$ cat config.mk
export PLATFORM = sky130hd
export DESIGN_NAME = npc_override_ctrl
export DESIGN_NICKNAME = d
export VERILOG_FILES = /design/src/rtl/npc_pkg.sv /design/src/rtl/npc_stage.sv /design/src/rtl/npc_diff.sv /design/src/rtl/npc_select.sv /design/src/rtl/npc_override_ctrl.sv
export SDC_FILE = /design/constraint.sdc
export NUM_CORES = 1
export LEC_CHECK = 0
export ABC_AREA = 1
export CAP_MARGIN = 30
export CORE_UTILIZATION = 29
export DETAILED_ROUTE_END_ITERATION = 10
export PLACE_DENSITY = 0.56
export SYNTH_ARGS = -nofsm -noshare
export SYNTH_HDL_FRONTEND = slang
export SYNTH_HIERARCHICAL = 1
export SYNTH_SLANG_ARGS = --single-unit
$ cat constraint.sdc
create_clock -name clk_i -period 7.6 [get_ports clk_i]
set_clock_uncertainty 0.05 [all_clocks]
set_input_delay 1.52 -clock clk_i [delete_from_list [all_inputs] [get_ports clk_i]]
set_output_delay 1.52 -clock clk_i [all_outputs]
set_load 0.01 [all_outputs]
$ cat src/rtl/npc_pkg.sv
package npc_pkg;
  typedef enum logic [2:0] {
    SRC_HOLD,
    SRC_S1,
    SRC_S2,
    SRC_S3,
    SRC_EXT
  } npc_src_e;
endpackage

$ cat src/rtl/npc_stage.sv
// Pipeline register for stage 2 or 3: block PC plus the result recorded by the previous stage.
module npc_stage #(
  parameter int unsigned PC_W = 32
) (
  input  logic            clk_i,
  input  logic            rst_ni,
  input  logic            fire_in_i,
  input  logic [PC_W-1:0] pc_i,
  input  logic            rec_taken_i,
  input  logic [PC_W-1:0] rec_tgt_i,
  output logic            vld_o,
  output logic [PC_W-1:0] pc_o,
  output logic            rec_taken_o,
  output logic [PC_W-1:0] rec_tgt_o
);
  always_ff @(posedge clk_i or negedge rst_ni) begin
    if (!rst_ni) begin
      vld_o       <= 1'b0;
      pc_o        <= '0;
      rec_taken_o <= 1'b0;
      rec_tgt_o   <= '0;
    end else begin
      vld_o <= fire_in_i;
      if (fire_in_i) begin
        pc_o        <= pc_i;
        rec_taken_o <= rec_taken_i;
        rec_tgt_o   <= rec_tgt_i;
      end
    end
  end
endmodule

$ cat src/rtl/npc_diff.sv
// Mismatch between the recorded result and the later result for the same block.
module npc_diff #(
  parameter int unsigned PC_W = 32
) (
  input  logic            vld_i,
  input  logic            rec_taken_i,
  input  logic [PC_W-1:0] rec_tgt_i,
  input  logic            new_taken_i,
  input  logic [PC_W-1:0] new_tgt_i,
  output logic            mism_o
);
  logic dir_diff;
  logic tgt_diff;

  assign dir_diff = rec_taken_i ^ new_taken_i;
  assign tgt_diff = rec_taken_i & new_taken_i & (rec_tgt_i != new_tgt_i);
  assign mism_o   = vld_i & (dir_diff | tgt_diff);
endmodule

$ cat src/rtl/npc_select.sv
module npc_select
  import npc_pkg::*;
#(
  parameter int unsigned PC_W = 32
) (
  input  logic            ext_i,
  input  logic [PC_W-1:0] ext_pc_i,
  input  logic            s3_redir_i,
  input  logic [PC_W-1:0] s3_npc_i,
  input  logic            s2_redir_i,
  input  logic [PC_W-1:0] s2_npc_i,
  input  logic            s1_fire_i,
  input  logic [PC_W-1:0] s1_npc_i,
  input  logic [PC_W-1:0] hold_pc_i,
  output logic [PC_W-1:0] npc_o
);
  npc_src_e src;

  always_comb begin
    if (ext_i)           src = SRC_EXT;
    else if (s3_redir_i) src = SRC_S3;
    else if (s2_redir_i) src = SRC_S2;
    else if (s1_fire_i)  src = SRC_S1;
    else                 src = SRC_HOLD;
  end

  always_comb begin
    unique case (src)
      SRC_EXT: npc_o = ext_pc_i;
      SRC_S3:  npc_o = s3_npc_i;
      SRC_S2:  npc_o = s2_npc_i;
      SRC_S1:  npc_o = s1_npc_i;
      default: npc_o = hold_pc_i;
    endcase
  end
endmodule

$ cat src/rtl/npc_override_ctrl.sv
module npc_override_ctrl #(
  parameter int unsigned    PC_W        = 32,
  parameter int unsigned    BLOCK_BYTES = 32,
  parameter logic [PC_W-1:0] RESET_VEC  = 'h100
) (
  input  logic            clk_i,
  input  logic            rst_ni,
  input  logic            s1_hit_i,
  input  logic            s1_taken_i,
  input  logic [PC_W-1:0] s1_target_i,
  input  logic            s2_taken_i,
  input  logic [PC_W-1:0] s2_target_i,
  input  logic            s3_taken_i,
  input  logic [PC_W-1:0] s3_target_i,
  input  logic            ext_redirect_i,
  input  logic [PC_W-1:0] ext_pc_i,
  output logic [PC_W-1:0] s0_pc_o,
  output logic [PC_W-1:0] s1_pc_o,
  output logic [PC_W-1:0] s2_pc_o,
  output logic [PC_W-1:0] s3_pc_o,
  output logic            s0_fire_o,
  output logic            s1_fire_o,
  output logic            s2_fire_o,
  output logic            s3_fire_o,
  output logic            s2_redirect_o,
  output logic            s3_redirect_o
);
  localparam int unsigned NSTG = 3;
  localparam logic [PC_W-1:0] STEP = PC_W'(BLOCK_BYTES);

  // index 0 = stage 1, 1 = stage 2, 2 = stage 3
  logic            st_vld    [NSTG];
  logic [PC_W-1:0] st_pc     [NSTG];
  logic            res_taken [NSTG];
  logic [PC_W-1:0] res_tgt   [NSTG];
  logic [PC_W-1:0] res_npc   [NSTG];
  logic            st_fire   [NSTG];
  logic            rec_taken [NSTG-1];
  logic [PC_W-1:0] rec_tgt   [NSTG-1];
  logic            mism      [NSTG-1];

  logic            live_q;
  logic            s1_vld_q;
  logic [PC_W-1:0] s1_pc_q;
  logic [PC_W-1:0] hold_pc_q;
  logic [PC_W-1:0] npc;
  logic            s2_redir;
  logic            s3_redir;

  // the fast predictor's taken flag counts only on a hit
  assign res_taken[0] = s1_hit_i & s1_taken_i;
  assign res_tgt[0]   = s1_target_i;
  assign res_taken[1] = s2_taken_i;
  assign res_tgt[1]   = s2_target_i;
  assign res_taken[2] = s3_taken_i;
  assign res_tgt[2]   = s3_target_i;

  assign st_vld[0] = s1_vld_q;
  assign st_pc[0]  = s1_pc_q;

  for (genvar k = 0; k < NSTG; k++) begin : g_npc
    assign res_npc[k] = res_taken[k] ? res_tgt[k] : st_pc[k] + STEP;
  end

  for (genvar k = 0; k < NSTG - 1; k++) begin : g_late
    npc_stage #(.PC_W(PC_W)) u_stage (
      .clk_i       (clk_i),
      .rst_ni      (rst_ni),
      .fire_in_i   (st_fire[k]),
      .pc_i        (st_pc[k]),
      .rec_taken_i (res_taken[k]),
      .rec_tgt_i   (res_tgt[k]),
      .vld_o       (st_vld[k+1]),
      .pc_o        (st_pc[k+1]),
      .rec_taken_o (rec_taken[k]),
      .rec_tgt_o   (rec_tgt[k])
    );

    npc_diff #(.PC_W(PC_W)) u_diff (
      .vld_i       (st_vld[k+1]),
      .rec_taken_i (rec_taken[k]),
      .rec_tgt_i   (rec_tgt[k]),
      .new_taken_i (res_taken[k+1]),
      .new_tgt_i   (res_tgt[k+1]),
      .mism_o      (mism[k])
    );
  end

  assign s3_redir = mism[1] & ~ext_redirect_i;
  assign s2_redir = mism[0] & ~ext_redirect_i & ~s3_redir;

  assign st_fire[0] = st_vld[0] & ~ext_redirect_i & ~s3_redir & ~s2_redir;
  assign st_fire[1] = st_vld[1] & ~ext_redirect_i & ~s3_redir;
  assign st_fire[2] = st_vld[2] & ~ext_redirect_i;

  npc_select #(.PC_W(PC_W)) u_sel (
    .ext_i      (ext_redirect_i),
    .ext_pc_i   (ext_pc_i),
    .s3_redir_i (s3_redir),
    .s3_npc_i   (res_npc[2]),
    .s2_redir_i (s2_redir),
    .s2_npc_i   (res_npc[1]),
    .s1_fire_i  (st_fire[0]),
    .s1_npc_i   (res_npc[0]),
    .hold_pc_i  (hold_pc_q),
    .npc_o      (npc)
  );

  always_ff @(posedge clk_i or negedge rst_ni) begin
    if (!rst_ni) begin
      live_q    <= 1'b0;
      s1_vld_q  <= 1'b0;
      s1_pc_q   <= '0;
      hold_pc_q <= RESET_VEC;
    end else begin
      live_q    <= 1'b1;
      s1_vld_q  <= live_q;
      hold_pc_q <= npc;
      if (live_q) s1_pc_q <= npc;
    end
  end

  assign s0_pc_o       = npc;
  assign s1_pc_o       = st_pc[0];
  assign s2_pc_o       = st_pc[1];
  assign s3_pc_o       = st_pc[2];
  assign s0_fire_o     = live_q;
  assign s1_fire_o     = st_fire[0];
  assign s2_fire_o     = st_fire[1];
  assign s3_fire_o     = st_fire[2];
  assign s2_redirect_o = s2_redir;
  assign s3_redirect_o = s3_redir;
endmodule

; After elaboration in Yosys (flattened, before gate mapping)
; Cells that the tools add are included.
[classes]
add_sub_neg = 3
mul = 0
div = 0
n_lt_le_gt_ge = 0
eq_ne = 6
shift = 0
muxes = 8
n_bitwise = 23
n_reduce_logical = 0
[ops]
columns = cell, n
row1 = case mux 32 bit (4 select lines), 1
row2 = adder 32 x 6 -> 32 bit (second input constant), 3
row3 = 2-to-1 mux 32 bit, 3
row4 = inequality test 32 bit, 2
row5 = AND 1 bit, 16
row6 = 2-to-1 mux 3 bit, 3
row7 = equality test 3 x 2 -> 1 bit (second input constant), 2
row8 = equality test 3 x 1 -> 1 bit (second input constant), 1
row9 = equality test 3 bit (second input constant), 1
row10 = inverter 1 bit, 3
row11 = OR 1 bit, 2
row12 = XOR 1 bit, 2
row13 = 2-to-1 mux 1 bit, 1
[totals]
ff_bits = 198
latch_bits = 0
ram_bits = 0
romBits = 0
input_bits = 135
output_inout_bits = 134
elab_cells = 52
mem_count = 0

; Longest topological paths before layout
; Gate-level depths: netlist of run 1.
[logic_depth]
word_depth = 15
mapped_depth = 20
ltp_nobuf = 18

; Modules after synthesis
; Netlist of run 1, hierarchy kept.
[by_module_without_submodules]
columns = mod, n_inst, cells_each, area_per_inst_um2, seq_area_each_um2
row1 = npc_override_ctrl, 1, 886, 5341.4, 1652.8
row2 = npc_stage, 2, 276, 2497.4, 1651.6
row3 = npc_select, 1, 292, 1570.3, 0.0
row4 = npc_diff, 2, 104, 515.5, 0.0

; Worst setup path after synthesis of run 1
; OpenSTA, ideal clock, no wires.
[synth_timing]
kind = input to output
startpoint = input port s2_target_i[4]
endpoint = output port s0_pc_o[8]
arrival_time_ns = 3.880
required_time_ns = 6.030
setup_slack_ns = 2.150
cell_stages = 14
path_buffers = 1
path_cell_list = xnor2_1 -> nand2_1 -> nor2_1 -> nand2_1 -> nor2_1 -> nand2_1 -> nand2_1 -> a21oi_1 -> nor4_1 -> inv_2 -> nor2_4 -> buf_2 -> nand3_1 -> nand4_1
[synth_rtl]
columns = item, line
row1 = start: declaration, npc_override_ctrl.sv:12  ; input logic [PC_W-1:0] s2_target_i,
row2 = end: declaration, npc_override_ctrl.sv:17  ; output logic [PC_W-1:0] s0_pc_o,

==> summary.txt, run 1 <==
Total track usage: 23.2%
Die ar.: 0.0455 sq mm
Power share of the combinational group: 31.7%
Distinct cell type count after synthesis: 40
Initial Util: 29.3%
Tcrit/Tclk final: 91.5%
Mapped Area: 0.0129 sq mm
Skew-Pair Late Insertion Delay: 0.46 ns
Outcome: complete, no violations
Number of clock sinks: 198
GRT overflow: 0
Area leader, netlist: dfrtp_1
Fmax: 144 MHz
CTS tree: done
Net Count, Synth: 2,078
Power Density: 220 mW/mm^2
Die X: 213 microns
Synth top cells by count: 937 x nand2_1, 197 x dfrtp_1, 195 x nand3_1
Switching power: 1.42 mW
Main flop type after synthesis: dfrtp_1
PortBufs: 268
Root Driver: clkbuf_16
Cell internal pwr: 2.25 mW
Rel. slew slack: 37.3%
# IOs: 269
Unrepaired setup endpoints after global routing: false
GRT met3 Usage: 5.77%
Grt met2 use: 34.1%
Final Max Tran Viols: 0
Sequential area share after synthesis: 38.3%
Worst setup SP type: primary input
Final ANT Viol Nets: 0
Busiest grt layer: met2
Pwr Total: 3.66 mW
Std cell rows: 77
Core area: 0.0441 sq mm
CTS Buf Count: 17
RePlAce Congestion: 0.947
CP arrival: 5.38 ns
Place WS: 0.688 ns
CTS Buffer Depth: 2
Ys Warns: 6
Post-synth EDFFs: 0
Crit path time final: 6.95 ns
Sw frac: 38.7%
Kind of critical path: in2out
DR vias/cell: 4.71
Hold Crit Class: reg2reg
Fill cell count: 4,821
Final Hold Fails: 0
# setup viols final: 0
Setup TNS: 0 ns
Non-filler cells, final: 2,767
Mean Syn Cell Area: 6.68 sq um
Leakage: 7.80 nW
Worst-path clk slew: 0.08 ns
Post-CTS Hold Buffers: 0
Met1 usage: 33.8%
H-tree Lvls: 4
WL per Instance: 19.1 microns
Final WL: 52.8 mm
Post-CTS Resized: 0
Placed Cells: 2,732
Setup repair bufs after CTS: 0
DIE HEIGHT: 213 microns
Worst setup margin: 0.648 ns
Antenna violations before repair: 0
Gate count of the mapped netlist: 1,938
Global-route wire length before repair: 77.6 mm
Area contributors post-synth: dfrtp_1 38%, nand2_1 27%, nand3_1 7.5%, inv_1 4.4%, xnor2_1 3.2%
Yosys reg bits: 198
DP HPWL: 40.5 mm
Drt first pass iters: 6
Top-area cell type share of the netlist area: 38.1%
Async SR Flop Fraction: 100%
Routed via count: 13,000
Max Cap Viol: 0
Number of remaining DRC errors: 0
Seq pwr share: 43.1%
Most common cell in the netlist: nand2_1
Share of cells above drive strength 1: 6.49%
NumNets Final: 2,301
CP required: 6.03 ns
Initial DRC count: 1,182
Max IR drop VDD: 0.173 mV
Largest fanout on the critical path: 26
Clock power frac: 25.3%
Vias in the first global route: 12,100
Largest net degree at the start of global routing: 70
Crit path capture type: primary output
Area Growth Syn to Fin: 28.6%
Slew @ Worst Pin: 0.935 ns
==> power by group through the flow <==
stage / clock network, mW / registers (mW) / logic (mW)
floorplan: 0 / 1.53 / 0.557
global placement: 0 / 1.59 / 1.14
detailed placement: 0 / 1.59 / 1.16
CTS: 0.949 / 1.57 / 1.16
global route: 0.985 / 1.61 / 1.28
finish: 0.925 / 1.58 / 1.16
==> sequential cells by signal, indices dropped and copies added (netlist names) <==
signal / cells
s1_vld_q: 1
g_late.u_stage/rec_taken_o: 2
s0_fire_o: 1
g_late.u_stage/rec_tgt_o: 64
s1_pc_o: 32
g_late.u_stage/pc_o: 64
hold_pc_q: 32
g_late.u_stage/vld_o: 2
==> cell type report <==
class | count | area [sq um] | share of cell area (%)
multi-input cells | 1495 | 6840 | 41.1
flip-flops and latches | 198 | 4960 | 29.8
repair buffers | 287 | 2910 | 17.5
well taps | 592 | 741 | 4.45
inverters | 162 | 611 | 3.67
clock buffers | 17 | 425 | 2.56
clock inverters | 15 | 150 | 0.903
diodes | 1 | 2.50 | 0.0150
==> placed cells by master (no fill, tap or decap), types with 7 or more instances in the layout <==
| cell | Yosys | routed |
|---|---|---|
| nor2_4 | 14 | 16 |
| nor2_1 | 96 | 93 |
| clkbuf_16 | 0 | 17 |
| buf_4 | 2 | 14 |
| inv_1 | 153 | 153 |
| nand3_1 | 195 | 195 |
| o21ai_0 | 59 | 59 |
| xnor2_1 | 47 | 47 |
| dfrtp_1 | 197 | 196 |
| nand2_2 | 11 | 11 |
| nor2_2 | 20 | 21 |
| nand2_1 | 937 | 937 |
| nand4_1 | 37 | 37 |
| nand3_2 | 20 | 20 |
| clkdlybuf4s50_1 | 0 | 266 |
| xor2_1 | 9 | 9 |
| a21oi_1 | 7 | 7 |
==> metrics by stage <==
stage	util, %	cell area, sq um	hold WS [ns]
2_1_floorplan	-	12900	0.398
3_3_place_gp	36.2	16000	0.413
3_5_place_dp	36.3	16000	0.421
4_1_cts	37.6	16600	0.441
5_1_grt	37.7	16600	0.463
6_report	37.7	16600	0.439
==> critical path, cell delays in order <==
cell	delay [ns]
clkdlybuf4s50_1	0.58
xnor2_1	0.14
nand2_1	0.09
nor2_1	0.15
nand2_1	0.07
nor2_1	0.23
nand2_1	0.09
nand2_1	0.06
a21oi_1	0.08
nor4_2	0.54
inv_2	0.09
nor2_4	0.59
buf_4	0.28
nand3_1	0.09
nand4_1	0.20
clkdlybuf4s50_1	0.57
==> routing by layer <==
layer | wire length (microns) | up-vias | share of wire, %
met2 | 22800 | 447 | 43
met4 | 780 | 0 | 1.5
met5 | 0 | - | 0
li1 | - | 6470 | -
met1 | 25200 | 6075 | 48
met3 | 4070 | 42 | 7.7
==> final timing paths <==
check / start / endpoint / cells after the start / slack [ns]
worst min register to register: g_late[1].u_stage/rec_taken_o$_DFFE_PN0P_ / g_late[1].u_stage/rec_taken_o$_DFFE_PN0P_ / 2 / 0.44
min in group asynchronous: rst_ni / g_late[1].u_stage/rec_tgt_o[4]$_DFFE_PN0P_ / 1 / 0.97
worst min-delay path: g_late[1].u_stage/rec_taken_o$_DFFE_PN0P_ / g_late[1].u_stage/rec_taken_o$_DFFE_PN0P_ / 2 / 0.44
max in group asynchronous: rst_ni / hold_pc_q[8]$_DFF_PN1_ / 3 / 5.52
worst max-delay path: s2_target_i[16] / s0_pc_o[31] / 16 / 0.65
worst max register to register: g_late[0].u_stage/rec_tgt_o[17]$_DFFE_PN0P_ / g_late[0].u_stage/pc_o[6]$_DFFE_PN0P_ / 16 / 3.74
==> cell families (layout without fill, tap and decap cells) <==
kind of cell	after synthesis	after routing	share of synthesized area, %
AO/OA/AOI/OAI	81	81	3.29
adder cells (fa/ha/maj)	5	5	0.484
flip-flops	198	198	38.3
other	1	2	0.0290
multiplexers	5	5	0.435
buffers and inverters	245	481	9.01
AND/OR/NAND/NOR	1347	1347	44.7
XOR/XNOR	56	56	3.79
Note: power is estimated with default switching activity, not from simulation.
==> run 2: changes to the inputs <==
--- a/config.mk
+++ b/config.mk
@@ -6,10 +6,12 @@
 export NUM_CORES = 1
 export LEC_CHECK = 0
 export ABC_AREA = 1
+export ABC_CLOCK_PERIOD_IN_PS = 7600
 export CAP_MARGIN = 30
 export CORE_UTILIZATION = 29
 export DETAILED_ROUTE_END_ITERATION = 10
 export PLACE_DENSITY = 0.56
+export SKIP_CTS_REPAIR_TIMING = 1
 export SYNTH_ARGS = -nofsm -noshare
 export SYNTH_HDL_FRONTEND = slang
 export SYNTH_HIERARCHICAL = 1
==> constraint.sdc (replaced) <==
create_clock -name clk_i -period 7.6 [get_ports clk_i]
set_clock_uncertainty 0.05 [all_clocks]
set_input_delay 1.52 -clock clk_i [delete_from_list [all_inputs] [get_ports clk_i]]
set_output_delay 1.52 -clock clk_i [all_outputs]
set_load 0.1 [all_outputs]
==> run 2 against run 1 <==
Net effect: die area unchanged; non-clock buffer count increased by 9; design area increased by 3.6%; critical endpoint is now s0_pc_o[0]; largest power group is now combinational cells.
==> summary.txt, run 2 (synthesis gave the netlist of run 1 again) <==
Fill cell count: 4,754 (was 4,821)
CTS Buffer Depth: 2 (unchanged)
Max Cap Viol: 0 (unchanged)
Number of clock sinks: 198 (unchanged)
Antenna violations before repair: 5 (was 0)
Core area: 0.0441 sq mm (unchanged)
DR vias/cell: 4.77 (was 4.71)
Rel. slew slack: 30.5% (was 37.3%)
Vias in the first global route: 12,400 (was 12,100)
Tcrit/Tclk final: 84.3% (was 91.5%)
Power Density: 278 mW/mm^2 (was 220 mW/mm^2)
Final Max Tran Viols: 0 (unchanged)
Area Growth Syn to Fin: 33.1% (was 28.6%)
Number of remaining DRC errors: 0 (unchanged)
Share of cells above drive strength 1: 8.47% (was 6.49%)
Die ar.: 0.0455 sq mm (unchanged)
# setup viols final: 0 (unchanged)
Hold Startpoint: g_late[1].u_stage/rec_taken_o$_DFFE_PN0P_ (unchanged)
Biggest regs: g_late.u_stage/pc_o: 64 flops, g_late.u_stage/rec_tgt_o: 64 flops (unchanged)
Total track usage: 23.9% (was 23.2%)
Most frequent cells in the layout: 937 x nand2_1, 230 x clkdlybuf4s50_1, 196 x dfrtp_1 (was 937 x nand2_1, 266 x clkdlybuf4s50_1, 196 x dfrtp_1)
Leakage: 8.08 nW (was 7.80 nW)
Fmax: 156 MHz (was 144 MHz)
Placement Cell Area: 0.0166 sq mm (was 0.0160 sq mm)
Std cell rows: 77 (unchanged)
Outcome: complete, no violations (unchanged)
Initial Util: 29.3% (unchanged)
Global-route wire length before repair: 79.8 mm (was 77.6 mm)
Final Cell Area: 0.0172 sq mm (was 0.0166 sq mm)
Root Driver: clkbuf_16 (unchanged)
NumNets Final: 2,310 (was 2,301)
RePlAce Congestion: 0.984 (was 0.947)
CP max stage delay: 0.55 ns (was 0.59 ns)
Multi-input gate area: 0.00685 sq mm (was 0.00684 sq mm)
CP required: 6.03 ns (about the same)
Unrepaired setup endpoints after global routing: false (unchanged)
CP Cell Sequence: clkdlybuf4s50_1 > nand2_1 > nand2_1 > nand2_1 > nor2_1 > nand2_1 > nor2_1 > nand2_1 > nand2_1 > a21oi_1 > inv_1 > nor2_2 > nor2_8 > buf_4 > nand3_1 > nand4_1 > buf_12 (was clkdlybuf4s50_1 > xnor2_1 > nand2_1 > nor2_1 > nand2_1 > nor2_1 > nand2_1 > nand2_1 > a21oi_1 > nor4_2 > inv_2 > nor2_4 > buf_4 > nand3_1 > nand4_1 > clkdlybuf4s50_1)
Origin of the critical flop-to-flop path: g_late[1].u_stage/rec_tgt_o[19]$_DFFE_PN0P_ (was g_late[0].u_stage/rec_tgt_o[17]$_DFFE_PN0P_)
Skew-Pair Late Insertion Delay: 0.46 ns (about the same)
Setup TNS: 0 ns (unchanged)
DP HPWL: 41.7 mm (was 40.5 mm)
Routed via count: 13,300 (was 13,000)
Max IR drop VDD: 0.170 mV (was 0.173 mV)
Worst setup SP type: primary input (unchanged)
Final WL: 54.0 mm (was 52.8 mm)
Die X: 213 microns (unchanged)
Storage element area: 0.00496 sq mm (unchanged)
Most common cell after layout, fill and taps aside: nand2_1 (unchanged)
CTS tree: done (unchanged)
DIE HEIGHT: 213 microns (unchanged)
Largest net degree at the start of global routing: 91 (was 70)
CTS Buf Count: 17 (unchanged)
# IOs: 269 (unchanged)
WL per Instance: 19.4 microns (was 19.1 microns)
Crit path from: s3_target_i[18] (was s2_target_i[16])
Drt first pass iters: 6 (unchanged)
Crit path capture type: primary output (unchanged)
Largest fanout on the critical path: 41 (was 26)
Final ANT Viol Nets: 0 (unchanged)
H-tree Lvls: 4 (unchanged)
Initial DRC count: 1,098 (was 1,182)
Crit-path slowest cell: clkdlybuf4s50_1 (was nor2_4)
Worst-path clk slew: 0.07 ns (was 0.08 ns)
Final Hold Fails: 0 (unchanged)
Most common cell on crit path: nand2_1 (unchanged)
PortBufs: 268 (unchanged)
CP delay by family, top: simple AND/OR/NAND/NOR gates (unchanged)
CP arrival: 4.83 ns (was 5.38 ns)
Kind of critical path: in2out (unchanged)
Bufs and invs on worst path: 4 (unchanged)
Hold Crit Class: reg2reg (unchanged)
Crit path time final: 6.40 ns (was 6.95 ns)
GRT overflow: 0 (unchanged)
Slew @ Worst Pin: 1.04 ns (was 0.935 ns)
==> run 2: final cells by class <==
type                            instances  share of cell area, %
Clock buffer                           18                   2.49
Multi-Input combinational cell       1495                   39.8
Antenna cell                            6                 0.0872
Inverter                              162                   3.54
Timing Repair Buffer                  296                   20.1
Sequential cell                       198                   28.8
Tap cell                              592                   4.30
Clock inverter                         14                  0.915
==> run 2: tightest hold or removal path, delay by kind of cell, from the launching register on <==
kind             cells  cell delay (ns)
DFF                  1             0.36
and+or+nand+nor      2             0.11
==> run 2: path summary, 6_finish.rpt <==
| check | endpoint | slack (ns) | cells after the start |
|---|---|---|---|
| min | g_late[1].u_stage/rec_taken_o$_DFFE_PN0P_ | 0.45 | 2 |
| max in group asynchronous | s1_pc_o[23]$_DFFE_PN0P_ | 5.12 | 2 |
| min in group asynchronous | g_late[1].u_stage/rec_tgt_o[5]$_DFFE_PN0P_ | 1.04 | 1 |
| max reg2reg | g_late[0].u_stage/pc_o[27]$_DFFE_PN0P_ | 4.16 | 16 |
| max | s0_pc_o[0] | 1.20 | 17 |
| min reg2reg | g_late[1].u_stage/rec_taken_o$_DFFE_PN0P_ | 0.45 | 2 |
==> run 2: through the flow <==
step | hold slack (ns) | utilization (%) | std cells | setup WS (ns) | power (mW)
floorplan | 0.398 | - | 1938 | 0.437 | 3.04
global placement | 0.422 | 36.8 | 2729 | 1.24 | 3.75
detailed placement | 0.428 | 37.7 | 2743 | 1.21 | 3.85
CTS | 0.446 | 39.0 | 2775 | 1.19 | 4.81
global route | 0.460 | 39.0 | 2780 | 0.919 | 5.01
finish | 0.446 | 39.0 | 2781 | 1.20 | 4.79
==> run 2: where the power goes <==
group	leakage [nW]	switching (mW)	total, mW	internal (mW)
clock network	0.285	0.477	0.947	0.470
logic	5.31	1.62	2.27	0.650
registers	2.49	0.309	1.57	1.26
total	8.08	2.40	4.79	2.38
==> run 2: routing by layer <==
layer  vias to the layer above  GRT usage [%]  routed length [microns]
met5                         -              0                        0
met2                       460           35.5                    23700
met3                        43           4.21                     3740
li1                       6500              -                        -
met4                         0           5.94                      782
met1                      6257           35.6                    25800
==> run 3: changes to the inputs <==
--- a/config.mk
+++ b/config.mk
@@ -6,11 +6,11 @@
 export NUM_CORES = 1
 export LEC_CHECK = 0
 export ABC_AREA = 1
-export ABC_CLOCK_PERIOD_IN_PS = 7600
+export ABC_CLOCK_PERIOD_IN_PS = 5300
 export CAP_MARGIN = 30
 export CORE_UTILIZATION = 29
 export DETAILED_ROUTE_END_ITERATION = 10
-export PLACE_DENSITY = 0.56
+export PLACE_DENSITY = 0.58
 export SKIP_CTS_REPAIR_TIMING = 1
 export SYNTH_ARGS = -nofsm -noshare
 export SYNTH_HDL_FRONTEND = slang
==> constraint.sdc (replaced) <==
create_clock -name clk_i -period 5.3 [get_ports clk_i]
set_clock_uncertainty 0.05 [all_clocks]
set_input_delay 1.06 -clock clk_i [delete_from_list [all_inputs] [get_ports clk_i]]
set_output_delay 1.06 -clock clk_i [all_outputs]
set_load 0.1 [all_outputs]
==> run 3 against run 2 <==
Net effect: die area stayed put; clock-buffer cell count is 1 lower; non-clock buffer count is 39 higher; register-to-register slack worse by 1.9 ns; sequential power is 45% higher; via count is 0.84% higher; cell count is 1.3% higher; design area is 3.2% higher; combinational power is 47% higher; critical path type unchanged; critical endpoint is now s0_pc_o[27]; largest cell class unchanged.
==> summary.txt, run 3 (synthesis gave the netlist of run 1 again) <==
Outcome: complete, no violations (unchanged)
Share of cells above drive strength 1: 11.2% (was 8.47%)
Max IR drop VDD: 0.231 mV (was 0.170 mV)
Antenna violations before repair: 3 (was 5)
Slew @ Worst Pin: 1.05 ns (was 1.04 ns)
CTS Buffer Depth: 2 (unchanged)
Total track usage: 23.9% (about the same)
Kind of critical path: in2out (unchanged)
Initial Util: 29.3% (unchanged)
Max Cap Viol: 0 (unchanged)
DP HPWL: 42.3 mm (was 41.7 mm)
Power Density: 386 mW/mm^2 (was 278 mW/mm^2)
CTS Buf Count: 17 (unchanged)
Crit path from: s3_target_i[28] (was s3_target_i[18])
Worst setup SP type: primary input (unchanged)
Tcrit/Tclk final: 95.4%
PortBufs: 268 (unchanged)
Worst hold margin: 0.447 ns (was 0.446 ns)
DIE HEIGHT: 213 microns (unchanged)
Worst-path clk slew: 0.07 ns (about the same)
WL per Instance: 19.3 microns (was 19.4 microns)
Core area: 0.0441 sq mm (unchanged)
Std cell rows: 77 (unchanged)
Biggest regs: g_late.u_stage/pc_o: 64 flops, g_late.u_stage/rec_tgt_o: 64 flops (unchanged)
Routed via count: 13,400 (was 13,300)
Origin of the critical flop-to-flop path: g_late[1].u_stage/rec_tgt_o[19]$_DFFE_PN0P_ (unchanged)
H-tree Lvls: 4 (unchanged)
R2r endpoint: g_late[0].u_stage/pc_o[29]$_DFFE_PN0P_ (was g_late[0].u_stage/pc_o[27]$_DFFE_PN0P_)
Storage element area: 0.00496 sq mm (unchanged)
Initial DRC count: 1,391 (was 1,098)
Hold EP: g_late[1].u_stage/rec_tgt_o[9]$_DFFE_PN0P_ (was g_late[1].u_stage/rec_taken_o$_DFFE_PN0P_)
Die X: 213 microns (unchanged)
# setup viols final: 0 (unchanged)
Rel. slew slack: 29.5% (was 30.5%)
Vias in the first global route: 12,700 (was 12,400)
Crit path capture type: primary output (unchanged)
NumNets Final: 2,350 (was 2,310)
RePlAce Congestion: 0.925 (was 0.984)
Final Hold Fails: 0 (unchanged)
Multi-input gate area: 0.00701 sq mm (was 0.00685 sq mm)
Die ar.: 0.0455 sq mm (unchanged)
DR vias/cell: 4.74 (was 4.77)
CTS tree: done (unchanged)
Final Max Tran Viols: 0 (unchanged)
Number of clock sinks: 198 (unchanged)
Non-filler cells, final: 2,818 (was 2,781)
Fmax: 198 MHz
Most common cell after layout, fill and taps aside: nand2_1 (unchanged)
Final ANT Viol Nets: 0 (unchanged)
Pwr Total: 6.87 mW (was 4.79 mW)
Number of remaining DRC errors: 0 (unchanged)
Worst r2r path cells: 20 (was 16)
Largest net degree at the start of global routing: 93 (was 91)
Hold Startpoint: g_late[1].u_stage/rec_tgt_o[9]$_DFFE_PN0P_ (was g_late[1].u_stage/rec_taken_o$_DFFE_PN0P_)
Area Growth Syn to Fin: 37.4% (was 33.1%)
Final WL: 54.3 mm (was 54.0 mm)
CP required: 4.19 ns (was 6.03 ns)
Hold Crit Class: reg2reg (unchanged)
Drt first pass iters: 6 (unchanged)
GRT overflow: 0 (unchanged)
Skew-Pair Late Insertion Delay: 0.46 ns (about the same)
# IOs: 269 (unchanged)
Reg2Reg Setup Slack: 2.25 ns (was 4.16 ns)
Unrepaired setup endpoints after global routing: false (unchanged)
Root Driver: clkbuf_16 (unchanged)
Largest fanout on the critical path: 33 (was 41)
WHS Path Cells: 2 (unchanged)
Crit path time final: 5.06 ns
Placed Cells: 2,778 (was 2,743)
Fill cell count: 4,686 (was 4,754)
Global-route wire length before repair: 80.0 mm (was 79.8 mm)
Most frequent cells in the layout: 937 x nand2_1, 230 x clkdlybuf4s50_1, 196 x dfrtp_1 (unchanged)
Leakage: 8.38 nW (was 8.08 nW)
CP arrival: 3.95 ns (was 4.83 ns)
## run 3: critical path: stages
cell and delay (ns):
clkdlybuf4s50_1 0.51, inv_1 0.05, nand2_1 0.05, nand2_1 0.04
nand2_1 0.05, nor2_1 0.04, nand2_1 0.10, nor2_1 0.05
buf_4 0.12, nand2_1 0.06, nand2_1 0.05, a21oi_1 0.23
inv_1 0.14, nor2_4 0.20, buf_12 0.24, nand3_1 0.15
nand2_1 0.27, inv_1 0.08, nand4_1 0.21, buf_12 0.21
## run 3: routing by layer
metal  wire [microns]  track usage [%]  share of wire, %  vias to the layer above
met2            23300             35.0                43                      426
met3             3910             4.66               7.2                       52
met4              935             6.53               1.7                        0
li1                 -                -                 -                     6582
met1            26200             35.4                48                     6311
met5                0                0                 0                        -
## run 3: how the worst max path moves through the flow
stage | end | slack (ns) | cells after the start
final | s0_pc_o[27] | 0.24 | 20
after global placement | s0_pc_o[8] | -0.03 | 17
after detailed placement | s0_pc_o[22] | -0.03 | 19
after global routing | s0_pc_o[18] | 0.01 | 20
after floorplan | s0_pc_o[8] | -0.05 | 13
after CTS | s0_pc_o[10] | -0.05 | 19
## run 3: layout make-up
class	count	share of cell area, %
Sequential cell	198	27.9
Clock buffer	17	2.39
Timing Repair Buffer	335	22.0
Clock inverter	15	0.676
Inverter	162	3.43
Multi-Input combinational cell	1496	39.4
Antenna cell	3	0.0422
Tap cell	592	4.17
## run 3: per-stage QoR
step	worst slack [ns]	utilization, %	TNS [ns]	area, sq um
finish	0.242	40.3	0	17800
global route	0.0114	40.3	0	17800
CTS	-0.0479	40.1	-0.323	17700
detailed placement	-0.0333	38.9	-0.169	17200
global placement	-0.0295	38.1	-0.0920	16800
floorplan	-0.0523	-	-1.41	13100
## run 3: report_power, final
part / leakage [nW] / internal (mW) / switching, mW
Combinational: 5.64 / 0.996 / 2.33
Sequential: 2.49 / 1.81 / 0.465
Clock: 0.255 / 0.610 / 0.654
